<file path="src/rtl/brp_pkg.sv">
package brp_pkg;

  typedef enum logic [1:0] {
    SZ_LONG = 2'b00,
    SZ_HALF = 2'b01,
    SZ_BYTE = 2'b10,
    SZ_OFF  = 2'b11
  } size_e;

  // index of the final part of a long word for each size code
  function automatic logic [1:0] final_part(input size_e s);
    case (s)
      SZ_HALF: final_part = 2'd1;
      SZ_BYTE: final_part = 2'd3;
      default: final_part = 2'd0;
    endcase
  endfunction

endpackage

</file>
<file path="src/rtl/brp_qualify.sv">
module brp_qualify
  import brp_pkg::*;
(
  input  logic  cs_n,
  input  logic  wr_rd,
  input  logic  en,
  input  size_e size,
  input  logic  vis_ne,
  output logic  oe,
  output logic  rd_fire
);

  assign oe      = !cs_n && !wr_rd;
  assign rd_fire = oe && en && vis_ne && (size != SZ_OFF);

endmodule

</file>
<file path="src/rtl/brp_seq.sv">
module brp_seq
  import brp_pkg::*;
#(
  parameter int LONG_W = 36,
  localparam int IDX_W = 2
) (
  input  logic              clk,
  input  logic              rst_n,
  input  size_e             size,
  input  logic              rd_fire,
  input  logic [LONG_W-1:0] fifo_rdata,
  input  logic              fifo_ne,
  output logic [IDX_W-1:0]  sub_idx,
  output logic [LONG_W-1:0] src_word,
  output logic              fifo_pop,
  output logic              vis_ne
);

  size_e             size_q;
  logic [IDX_W-1:0]  idx_q;
  logic [LONG_W-1:0] hold_q;
  logic              size_chg;
  logic              start;
  logic              at_last;

  assign size_chg = (size != size_q);
  assign sub_idx  = size_chg ? '0 : idx_q;
  assign vis_ne   = fifo_ne || (sub_idx != '0);
  assign start    = rd_fire && (sub_idx == '0);
  assign at_last  = (sub_idx == final_part(size));
  assign fifo_pop = start;
  assign src_word = start ? fifo_rdata : hold_q;

  always_ff @(posedge clk or negedge rst_n) begin
    if (!rst_n) begin
      size_q <= SZ_LONG;
      idx_q  <= '0;
      hold_q <= '0;
    end else begin
      size_q <= size;
      if (start) hold_q <= fifo_rdata;
      if (rd_fire) idx_q <= at_last ? '0 : sub_idx + 1'b1;
      else         idx_q <= sub_idx;
    end
  end

endmodule

</file>
<file path="src/rtl/brp_slice.sv">
module brp_slice
  import brp_pkg::*;
#(
  parameter int LONG_W = 36,
  localparam int HALF_W = LONG_W / 2,
  localparam int BYTE_W = LONG_W / 4,
  localparam int LANES  = 4
) (
  input  logic              clk,
  input  logic              rst_n,
  input  size_e             size,
  input  logic [1:0]        sub_idx,
  input  logic              rd_fire,
  input  logic [LONG_W-1:0] src_word,
  output logic [LONG_W-1:0] dout_q
);

  logic [BYTE_W-1:0] lane [LANES];
  logic [LONG_W-1:0] part;

  for (genvar g = 0; g < LANES; g++) begin : g_lane
    assign lane[g] = src_word[LONG_W-1-g*BYTE_W -: BYTE_W];
  end

  always_comb begin
    part = '0;
    case (size)
      SZ_LONG: part = src_word;
      SZ_HALF: part[HALF_W-1:0] = sub_idx[0] ? src_word[HALF_W-1:0]
                                             : src_word[LONG_W-1 -: HALF_W];
      SZ_BYTE: part[BYTE_W-1:0] = lane[sub_idx];
      default: part = '0;
    endcase
  end

  always_ff @(posedge clk or negedge rst_n) begin
    if (!rst_n)       dout_q <= '0;
    else if (rd_fire) dout_q <= part;
  end

endmodule

</file>
<file path="src/rtl/busmatch_rd_port.sv">
module busmatch_rd_port
  import brp_pkg::*;
#(
  parameter int LONG_W = 36
) (
  input  logic              clk,
  input  logic              rst_n,
  input  logic              cs_n,
  input  logic              wr_rd,
  input  logic              en,
  input  logic [1:0]        size,
  input  logic [LONG_W-1:0] fifo_rdata,
  input  logic              fifo_ne,
  output logic              fifo_pop,
  output logic [LONG_W-1:0] dout,
  output logic              dout_oe,
  output logic              empty_n
);

  size_e             size_s;
  logic              rd_fire;
  logic              vis_ne;
  logic [1:0]        sub_idx;
  logic [LONG_W-1:0] src_word;
  logic [LONG_W-1:0] dout_q;

  assign size_s  = size_e'(size);
  assign empty_n = vis_ne;
  assign dout    = dout_oe ? dout_q : '0;

  brp_qualify u_qual (
    .cs_n    (cs_n),
    .wr_rd   (wr_rd),
    .en      (en),
    .size    (size_s),
    .vis_ne  (vis_ne),
    .oe      (dout_oe),
    .rd_fire (rd_fire)
  );

  brp_seq #(.LONG_W(LONG_W)) u_seq (
    .clk        (clk),
    .rst_n      (rst_n),
    .size       (size_s),
    .rd_fire    (rd_fire),
    .fifo_rdata (fifo_rdata),
    .fifo_ne    (fifo_ne),
    .sub_idx    (sub_idx),
    .src_word   (src_word),
    .fifo_pop   (fifo_pop),
    .vis_ne     (vis_ne)
  );

  brp_slice #(.LONG_W(LONG_W)) u_slice (
    .clk      (clk),
    .rst_n    (rst_n),
    .size     (size_s),
    .sub_idx  (sub_idx),
    .rd_fire  (rd_fire),
    .src_word (src_word),
    .dout_q   (dout_q)
  );

endmodule

</file>
<file path="config.mk">
export PLATFORM = sky130hd
export DESIGN_NAME = busmatch_rd_port
export DESIGN_NICKNAME = d
export VERILOG_FILES = /design/src/rtl/brp_pkg.sv /design/src/rtl/brp_qualify.sv /design/src/rtl/brp_seq.sv /design/src/rtl/brp_slice.sv /design/src/rtl/busmatch_rd_port.sv
export SDC_FILE = /design/constraint.sdc
export NUM_CORES = 1
export LEC_CHECK = 0
export ABC_AREA = 1
export CAP_MARGIN = 30
export CORE_MARGIN = 1
export CORE_UTILIZATION = 23
export DETAILED_ROUTE_END_ITERATION = 8
export SLEW_MARGIN = 20
export SYNTH_ARGS = -nofsm -noshare
export SYNTH_HDL_FRONTEND = slang
export SYNTH_SLANG_ARGS = --single-unit
</file>
<file path="constraint.sdc">
create_clock -name clk -period 3.7 [get_ports clk]
set_clock_uncertainty 0.2 [all_clocks]
set_input_delay 0.74 -clock clk [delete_from_list [all_inputs] [get_ports clk]]
set_output_delay 0.74 -clock clk [all_outputs]
set_load 0.01 [all_outputs]
</file>
Word level (Yosys, flattened, before mapping)
Cells that the tools add are included.
Storage, ports and cells
  ROM bits: 0
  memory bits (writable): 0
  input port bits: 44
  latch bits: 0
  memories: 0
  bits in registers: 76
Operators by class
  eq/ne operators: 5
  multipliers: 0
  shifts and indexed selects: 0
  div/mod/pow operators: 0
  add/subtract/negate cells: 1
  reductions and logical operators: 11
  order comparisons: 1
  muxes and demuxes: 13
  bitwise operators: 1
Operator list (number)
  two-way mux 36 bit: 2
  two-way mux 18 bit: 2
  one-hot mux 9 bit (3 select lines): 1
  binary-select mux 9 bit (select 2 bit): 1
  two-way mux 9 bit: 2
  one-hot mux 9 bit (2 select lines): 1
  two-way mux 2 bit: 3
  logical AND 1 bit: 5
  logical NOT 2 bit: 2
  one-hot mux 2 bit (2 select lines): 1
  greater-or-equal comparator 3 bit (second input constant): 1
  NOT 2 -> 3 bit: 1
  adder 2 x 1 -> 2 bit (second input constant): 1
  == test 2 x 1 -> 1 bit (second input constant): 1
  == test 2 bit: 1
  == test 2 bit (second input constant): 1
  logical NOT 1 bit: 2
  inequality test 2 bit: 1
  inequality test 2 bit (second input constant): 1
  nonzero test 2 bit: 1
  logical OR 1 bit: 1

Depth between registers and ports, before layout
Gate-level depths: netlist (run 1).
  word-level depth: 12
  depth in mapped cells: 17
  mapped depth without buffers: 13

Modules after synthesis
Synthesis (run 1) repeated with hierarchy kept, for this count alone.
Second synthesis, totals
  cells, all modules: 579
  area, all modules: 4030.1 µm²
By module, submodules not included
  brp_slice: cells an instance 308, instances 1, sequential area each 900.9 µm², area each 2070.7 µm²
  brp_seq: cells an instance 190, instances 1, sequential area each 1001.0 µm², area each 1626.6 µm²
  busmatch_rd_port: cells an instance 76, instances 1, sequential area each 0.0 µm², area each 311.5 µm²
  brp_qualify: cells an instance 5, instances 1, sequential area each 0.0 µm², area each 21.3 µm²

Least setup slack after synthesis (run 1)
OpenSTA, ideal clock, no wires.
  path type: input -> output
  from: input size[0]
  to: output fifo_pop
  buffers on the path: 4
  data required time: 2.760 ns
  arrival time: 2.128 ns
  slack: 0.632 ns
  cell stages on the path: 9
  cell sequence: xnor2_2 -> nand3_2 -> buf_2 -> buf_4 -> ha_1 -> buf_4 -> nand4_2 -> inv_2 -> buf_4
On the way
  cells in the longest elaborated chain, start to end: 7
  elaborated cells on any way between the ends: 9
  classes of those cells: 2 x eq/ne; 1 x mux; 6 x reduce/logical
RTL lines
  start: declaration: line busmatch_rd_port.sv:11  | input logic [1:0] size,
  inequality test 2 bit: line brp_seq.sv:26  | assign size_chg = (size != size_q);
  two-way mux 2 bit: line brp_seq.sv:27  | assign sub_idx = size_chg ? '0 : idx_q;
  nonzero test 2 bit: line brp_seq.sv:28  | assign vis_ne = fifo_ne || (sub_idx != '0);
  logical OR 1 bit: line brp_seq.sv:28
  logical AND 1 bit (2 in a row): line brp_qualify.sv:14  | assign rd_fire = oe && en && vis_ne && (size != SZ_OFF);
  logical AND 1 bit *: line brp_seq.sv:29  | assign start = rd_fire && (sub_idx == '0);
  end: declaration: line busmatch_rd_port.sv:14  | output logic fifo_pop,
Mark *: on every way between the ends. The rest lies on a longest branch, timed or not.

Worst setup path in the final report (run 1)
Same ends and word-level chain as after synthesis.

==> impl_summary.txt, run 1 <==
----------------------------------------------------
[STA]
  Total count of hold-check failures in the final report ... 0
  Setup TNS ... 0 ps
  Peak Freq ... 0.284 GHz
  Hold slack ... 192 ps
  Min cycle time layout ... 3520 ps
  Number of slew-limit violations in the final report ... 0
  Setup slack after layout ... 178 ps
  Final setup viols ... 0
  Relative slew slack ... 53.8%
  Unrepaired setup endpoints after global routing ... no
  Period utilization ... 95.2%
  Least-Margin Pin Slew ... 690 ps

[Final layout]
  Final layout net count ... 688
  Non-filler instance count after layout ... 868
  Post-Layout Inst Area ... 0.00554 mm²
  Area growth from synthesis to layout ... 33.6%
  Final design utilization ... 31.7%
  Share of final-layout standard cells stronger than drive strength 1 ... 9.18%
  Total inserted antenna cells ... 0

[Critical path]
  Crit end category ... primary output
  Endpoint required time on the critical path ... 2760 ps
  Cell-by-cell trace of the critical path ... clkdlybuf4s50_1 -> xnor2_2 -> nand3_1 -> ha_1 -> nand4_2 -> inv_2 -> clkdlybuf4s50_1
  Crit Path Class ... in -> out
  Critical path launch point ... size[0]
  Arrival time reported for the critical path endpoint ... 2580 ps
  Largest driver fanout on the critical path ... 4
  Register-to-Register Setup Slack ... 1090 ps
  CP Launch Type ... primary input
  Slowest stage delay, CP ... 540 ps
  Cell type of the slowest stage on the worst timing path ... sky130_fd_sc_hd__clkdlybuf4s50_1
  Worst R2R Start ... u_seq.size_q[0]$_DFF_PN0_
  End of the worst register-to-register path ... u_slice.dout_q[3]$_DFFE_PN0N_
  Reg2reg path depth ... 12
  Most used cell, CP ... sky130_fd_sc_hd__clkdlybuf4s50_1

[Place]
  Pre-CTS setup slack ... 146 ps
  Cell Area, Placed ... 0.00525 mm²
  Cell count after placement ... 852
  Weighted congestion at the end of routability-driven global placement ... 0.823
  HPWL Detailed ... 8910 µm
  Count of input and output buffers ... 82

[Logic synthesis]
  Synthesized area divided by synthesized cell count ... 7.47 µm²
  Number of synthesized register bits ... 76
  Adder-cell share of the synthesized area ... 1.81%
  Xor and xnor fraction of the mapped netlist area ... 0.995%
  Top post-synthesis cells by area ... sky130_fd_sc_hd__dfrtp_1 46%, sky130_fd_sc_hd__nand2_1 16%, sky130_fd_sc_hd__nand3_1 7.4%
  Synth area leader ... sky130_fd_sc_hd__dfrtp_1
  Warnings, synthesis ... 0
  Mux cell area share after synthesis ... 0%
  Synthesized netlist cell count ... 555
  Summed instance area of the synthesized netlist ... 0.00415 mm²
  Area fraction in and, or, nand and nor cells after synthesis ... 31.2%
  Main combinational cell family by area after synthesis ... simple AND/OR/NAND/NOR gates
  Sequential area share after synthesis ... 45.9%
  Synthesized-area fraction occupied by ao, oa, aoi and oai cells ... 8.66%
  Number of distinct standard cells referenced by the synthesized netlist ... 31
  Net count after synthesis ... 605
  Area share of the largest cell type after synthesis ... 45.9%

[Clocking]
  Clk sinks ... 76
  Number of buffers created by CTS ... 9
  Setup repair bufs after CTS ... 0
  Post-CTS resize count ... 0
  CTS tree ... built
  H-tree depth ... 3
  Clock-pin slew of the registers on the worst-case setup and hold paths ... 60 ps
  Number of buffers between clock root and the deepest sink ... 2
  Hold_buf cts ... 0
  Root buffer cell ... sky130_fd_sc_hd__clkbuf_16
  Clock Latency Late Sink ... 340 ps

[Route]
  Via count ... 3712
  DRT Pass-1 Iters ... 4
  Number of DRC markers in iteration 0 ... 211
  Antenna-violating nets left ... 0
  Via-to-Cell Ratio ... 4.28
  Residual DRC ... 0
  Avg WL per Cell ... 14.3 µm
  Final wirelength ... 12400 µm

[Run status]
  Run status ... completed

[Global routing]
  Number of global-route vias before repair ... 3739
  Wire length of the first global-routing pass ... 20000 µm
  Total Routing Usage GR ... 14.2%
  Antenna violations before repair ... 0
  Largest net degree at the start of global routing ... 47
  Global-route congestion overflow total ... 0

[Die]
  Width of the chip ... 136 µm
  Die Outline Area ... 0.0186 mm²
  Starting density of the core ... 23.7%
  Count of pins on the block boundary ... 83
  Row Count ... 48
  Vertical extent of the die ... 136 µm
  Core Box Area ... 0.0175 mm²

[Job]
  Number of maximum-capacitance violations ... 0

[Power]
  Static power due to leakage ... 2.69 nW
  Max IR drop VDD ... 0.269 mV
  Total chip power ... 2.50 mW
  Pwr Density ... 451 mW/mm²

[Min path]
  Hold crit path type ... in -> async

----------------------------------------------------
-- report_power, final --
group	switching, mW	internal, mW	leakage [nW]
registers	0.0482	0.995	0.954
clock network	0.355	0.522	0.139
logic	0.336	0.243	1.60
total	0.739	1.76	2.69
-- logic make-up (layout without fill, tap and decap cells) --
group,Yosys count,after routing
flip-flops,76,76
buffers and inverters,112,200
adder cells (fa/ha/maj),6,6
AND/OR/NAND/NOR,301,301
AO/OA/AOI/OAI,57,57
XOR/XNOR,3,3
-- synthesized netlist by cell type (all sizes together) --
cell    instances
o22ai           6
xnor2           2
nor2           43
clkinv          1
o211ai         10
dfrtp          76
ha              6
nand4          17
xor2            1
o21bai          4
o221ai          1
nand3          62
or2             1
buf            21
inv            82
and2            1
clkbuf          8
o21ai          36
nand2         177
-- layout by cell type (no fill, tap or decap), drive strengths merged --
cell,instances
ha,6
clkdlybuf4s50,81
clkbuf,10
bufinv,1
o21ai,36
o22ai,6
dfrtp,76
nand2,177
inv,83
or2,1
nor2,43
clkinv,3
o221ai,1
clkinvlp,2
xnor2,2
and2,1
xor2,1
buf,20
o211ai,10
nand3,62
nand4,17
o21bai,4
-- flip-flops by register name, indices dropped and copies added (netlist names) --
signal	flops
u_slice.dout_q	36
u_seq.size_q	2
u_seq.hold_q	36
u_seq.idx_q	2
-- critical path, delay by kind of cell --
family / cells / cell delay (ps)
XOR/XNOR: 1 / 190
buffers and inverters: 3 / 1130
adder cells (fa/ha/maj): 1 / 250
AND/OR/NAND/NOR: 2 / 270
-- final cells by class --
cell class / count / area, µm²
inverter: 83 / 312
clock buffer: 10 / 229
sequential: 76 / 1900
fill: 1849 / 11900
timing repair buffer: 101 / 986
tap: 225 / 282
clock inverter: 6 / 63.8
multi-input combinational: 367 / 1770
-- worst max-delay path by stage --
stage / end / depth (start not counted)
CTS: fifo_pop / 7
global route: fifo_pop / 7
global placement: fifo_pop / 7
detailed placement: fifo_pop / 7
floorplan: fifo_pop / 9
finish: fifo_pop / 7
-- metal layers --
layer / GRT usage, % / routed length (µm)
met2: 21.2 / 5270
met5: 0 / 0
met1: 20.0 / 6200
met3: 2.42 / 656
met4: 6.05 / 271
Power figures use the tool's default switching activity.
==> run 2: changes to the inputs <==
--- a/config.mk
+++ b/config.mk
@@ -6,7 +6,7 @@
 export NUM_CORES = 1
 export LEC_CHECK = 0
 export ABC_AREA = 1
-export CAP_MARGIN = 30
+export ABC_CLOCK_PERIOD_IN_PS = 3700
 export CORE_MARGIN = 1
 export CORE_UTILIZATION = 23
 export DETAILED_ROUTE_END_ITERATION = 8
==> run 2 against run 1 <==
Combinational power hardly changed. Maximum frequency is 0.80% lower. Routed wire length is 0.42% higher. Global-route usage is 0.16 points higher. Worst setup slack worse by 28 ps. Hold slack worse by 58 ps. Clock power is 3.1% lower. Clock-buffer cell count is 1 higher. Core utilization hardly changed. Critical path depth stayed put. Design area hardly changed. Largest cell class unchanged. Largest power group unchanged.
==> impl_summary.txt, run 2 (same netlist as run 1, synthesis figures left out) <==
----------------------------------------------------
[Route]
  Avg WL per Cell ... 14.3 µm (+0.42%)
  Final wirelength ... 12500 µm (+0.42%)
  Residual DRC ... 0 (unchanged)
  Number of DRC markers in iteration 0 ... 177 (-16%)
  DRT Pass-1 Iters ... 5 (+1)
  Via count ... 3732 (+0.54%)
  Via-to-Cell Ratio ... 4.30 (+0.54%)
  Antenna-violating nets left ... 0 (unchanged)

[STA]
  Setup slack after layout ... 150 ps (-28.3 ps)
  Final setup viols ... 0 (unchanged)
  Unrepaired setup endpoints after global routing ... no
  Setup TNS ... 0 ps (unchanged)
  Peak Freq ... 0.282 GHz (-0.80%)
  Number of slew-limit violations in the final report ... 0 (unchanged)
  Total count of hold-check failures in the final report ... 0 (unchanged)
  Relative slew slack ... 45.8% (-8.0 points)
  Least-Margin Pin Slew ... 810 ps (+120 ps)
  Min cycle time layout ... 3550 ps (+28.3 ps)
  Period utilization ... 95.9% (+0.76 points)
  Hold slack ... 134 ps (-58.4 ps)

[Die]
  Row Count ... 48 (unchanged)
  Starting density of the core ... 23.7% (unchanged)
  Die Outline Area ... 0.0186 mm² (unchanged)
  Width of the chip ... 136 µm (unchanged)
  Count of pins on the block boundary ... 83 (unchanged)
  Core Box Area ... 0.0175 mm² (unchanged)
  Vertical extent of the die ... 136 µm (unchanged)

[Final layout]
  Largest registers in the final layout ... u_seq.hold_q x36, u_slice.dout_q x36
  Share of final-layout standard cells stronger than drive strength 1 ... 9.33% (+0.16 points)
  Final layout net count ... 688 (unchanged)
  Area growth from synthesis to layout ... 33.7% (about the same)
  Most frequent cells in the layout ... 173 x sky130_fd_sc_hd__nand2_1, 81 x sky130_fd_sc_hd__clkdlybuf4s50_1, 76 x sky130_fd_sc_hd__dfrtp_1
  Total inserted antenna cells ... 0 (unchanged)
  Most frequent standard cell in the layout excluding fill and tap cells ... sky130_fd_sc_hd__nand2_1
  Non-filler instance count after layout ... 868 (unchanged)

[Run status]
  Run status ... completed

[Global routing]
  Antenna violations before repair ... 0 (unchanged)
  Largest net degree at the start of global routing ... 77 (+64%)
  Wire length of the first global-routing pass ... 19900 µm (-0.72%)
  Total Routing Usage GR ... 14.4% (+0.16 points)
  Number of global-route vias before repair ... 3731 (-0.21%)
  Global-route congestion overflow total ... 0 (unchanged)

[Job]
  Number of maximum-capacitance violations ... 0 (unchanged)

[Min path]
  Hold crit path type ... in -> async

[Place]
  Pre-CTS setup slack ... 125 ps (-20.3 ps)
  Cell count after placement ... 851 (-0.12%)
  Weighted congestion at the end of routability-driven global placement ... 0.823 (unchanged)
  HPWL Detailed ... 8840 µm (-0.73%)
  Count of input and output buffers ... 82 (unchanged)

[Clocking]
  Clock-pin slew of the registers on the worst-case setup and hold paths ... 60 ps (about the same)
  Setup repair bufs after CTS ... 0 (unchanged)
  CTS tree ... built
  Clk sinks ... 76 (unchanged)
  Hold_buf cts ... 0 (unchanged)
  Number of buffers between clock root and the deepest sink ... 2 (unchanged)
  H-tree depth ... 3 (unchanged)
  Clock Latency Late Sink ... 340 ps (about the same)
  Number of buffers created by CTS ... 9 (unchanged)
  Post-CTS resize count ... 0 (unchanged)
  Root buffer cell ... sky130_fd_sc_hd__clkbuf_16

[Critical path]
  Arrival time reported for the critical path endpoint ... 2610 ps (+30 ps)
  CP Launch Type ... primary input
  Worst R2R Start ... u_seq.size_q[0]$_DFF_PN0_
  Critical path launch point ... size[0]
  Crit end category ... primary output
  Endpoint required time on the critical path ... 2760 ps (about the same)
  Crit Path Class ... in -> out
  Largest driver fanout on the critical path ... 4 (unchanged)

[Power]
  Max IR drop VDD ... 0.229 mV (-15%)
  Pwr Density ... 446 mW/mm² (-1.1%)
  Static power due to leakage ... 2.70 nW (+0.23%)
  Total chip power ... 2.47 mW (-1.0%)

----------------------------------------------------
==> run 2: area by class of cell <==
class                      count  area [µm²]
multi-input combinational    367        1770
fill                        1862       11900
clock buffer                  11         253
timing repair buffer         101         993
clock inverter                 5        35.0
sequential                    76        1900
inverter                      83         312
tap                          225         282
==> run 2: where the power goes <==
| group | switching, mW | total [mW] | internal [mW] |
|---|---|---|---|
| Sequential | 0.0477 | 1.04 | 0.995 |
| Clock | 0.359 | 0.851 | 0.492 |
| Combinational | 0.337 | 0.581 | 0.244 |
| Total | 0.743 | 2.47 | 1.73 |
==> run 2: metrics by stage <==
step	area, µm²	utilization (%)
CTS	5520	31.6
global placement	5230	29.9
global route	5550	31.7
detailed placement	5230	29.9
finish	5550	31.7
floorplan	4150	-
==> run 2: layer usage <==
metal / share of wire, % / wire [µm] / vias to the layer above / track usage (%)
li1: - / - / 1924 / -
met1: 50 / 6190 / 1695 / 19.9
met2: 43 / 5290 / 96 / 21.6
met3: 5.5 / 687 / 17 / 2.95
met4: 2.2 / 280 / 0 / 6.05
met5: 0 / 0 / - / 0
==> run 2: critical path: stages <==
cell and delay, ps:
sky130_fd_sc_hd__clkdlybuf4s50_1 460, sky130_fd_sc_hd__xnor2_2 190, sky130_fd_sc_hd__nand3_1 120, sky130_fd_sc_hd__ha_1 260, sky130_fd_sc_hd__nand4_2 150, sky130_fd_sc_hd__inv_2 140
sky130_fd_sc_hd__clkdlybuf4s50_1 550
==> run 2: final timing paths <==
path / to / slack, ps / cells after the start
hold / removal: u_seq.size_q[1]$_DFF_PN0_ / 130 / 1
min in group clk: u_slice.dout_q[1]$_DFFE_PN0N_ / 280 / 2
setup reg to reg: u_slice.dout_q[3]$_DFFE_PN0N_ / 1050 / 12
hold reg to reg: u_slice.dout_q[1]$_DFFE_PN0N_ / 280 / 2
max in group asynchronous: u_seq.hold_q[20]$_DFF_PN0_ / 2580 / 2
setup / recovery: fifo_pop / 150 / 7
==> run 3: changes to the inputs <==
--- a/config.mk
+++ b/config.mk
@@ -7,6 +7,7 @@
 export LEC_CHECK = 0
 export ABC_AREA = 1
 export ABC_CLOCK_PERIOD_IN_PS = 3700
+export CAP_MARGIN = 20
 export CORE_MARGIN = 1
 export CORE_UTILIZATION = 23
 export DETAILED_ROUTE_END_ITERATION = 8
==> results of run 3 <==
No change in the layout: final DEF, timing and power equal those of run 2.
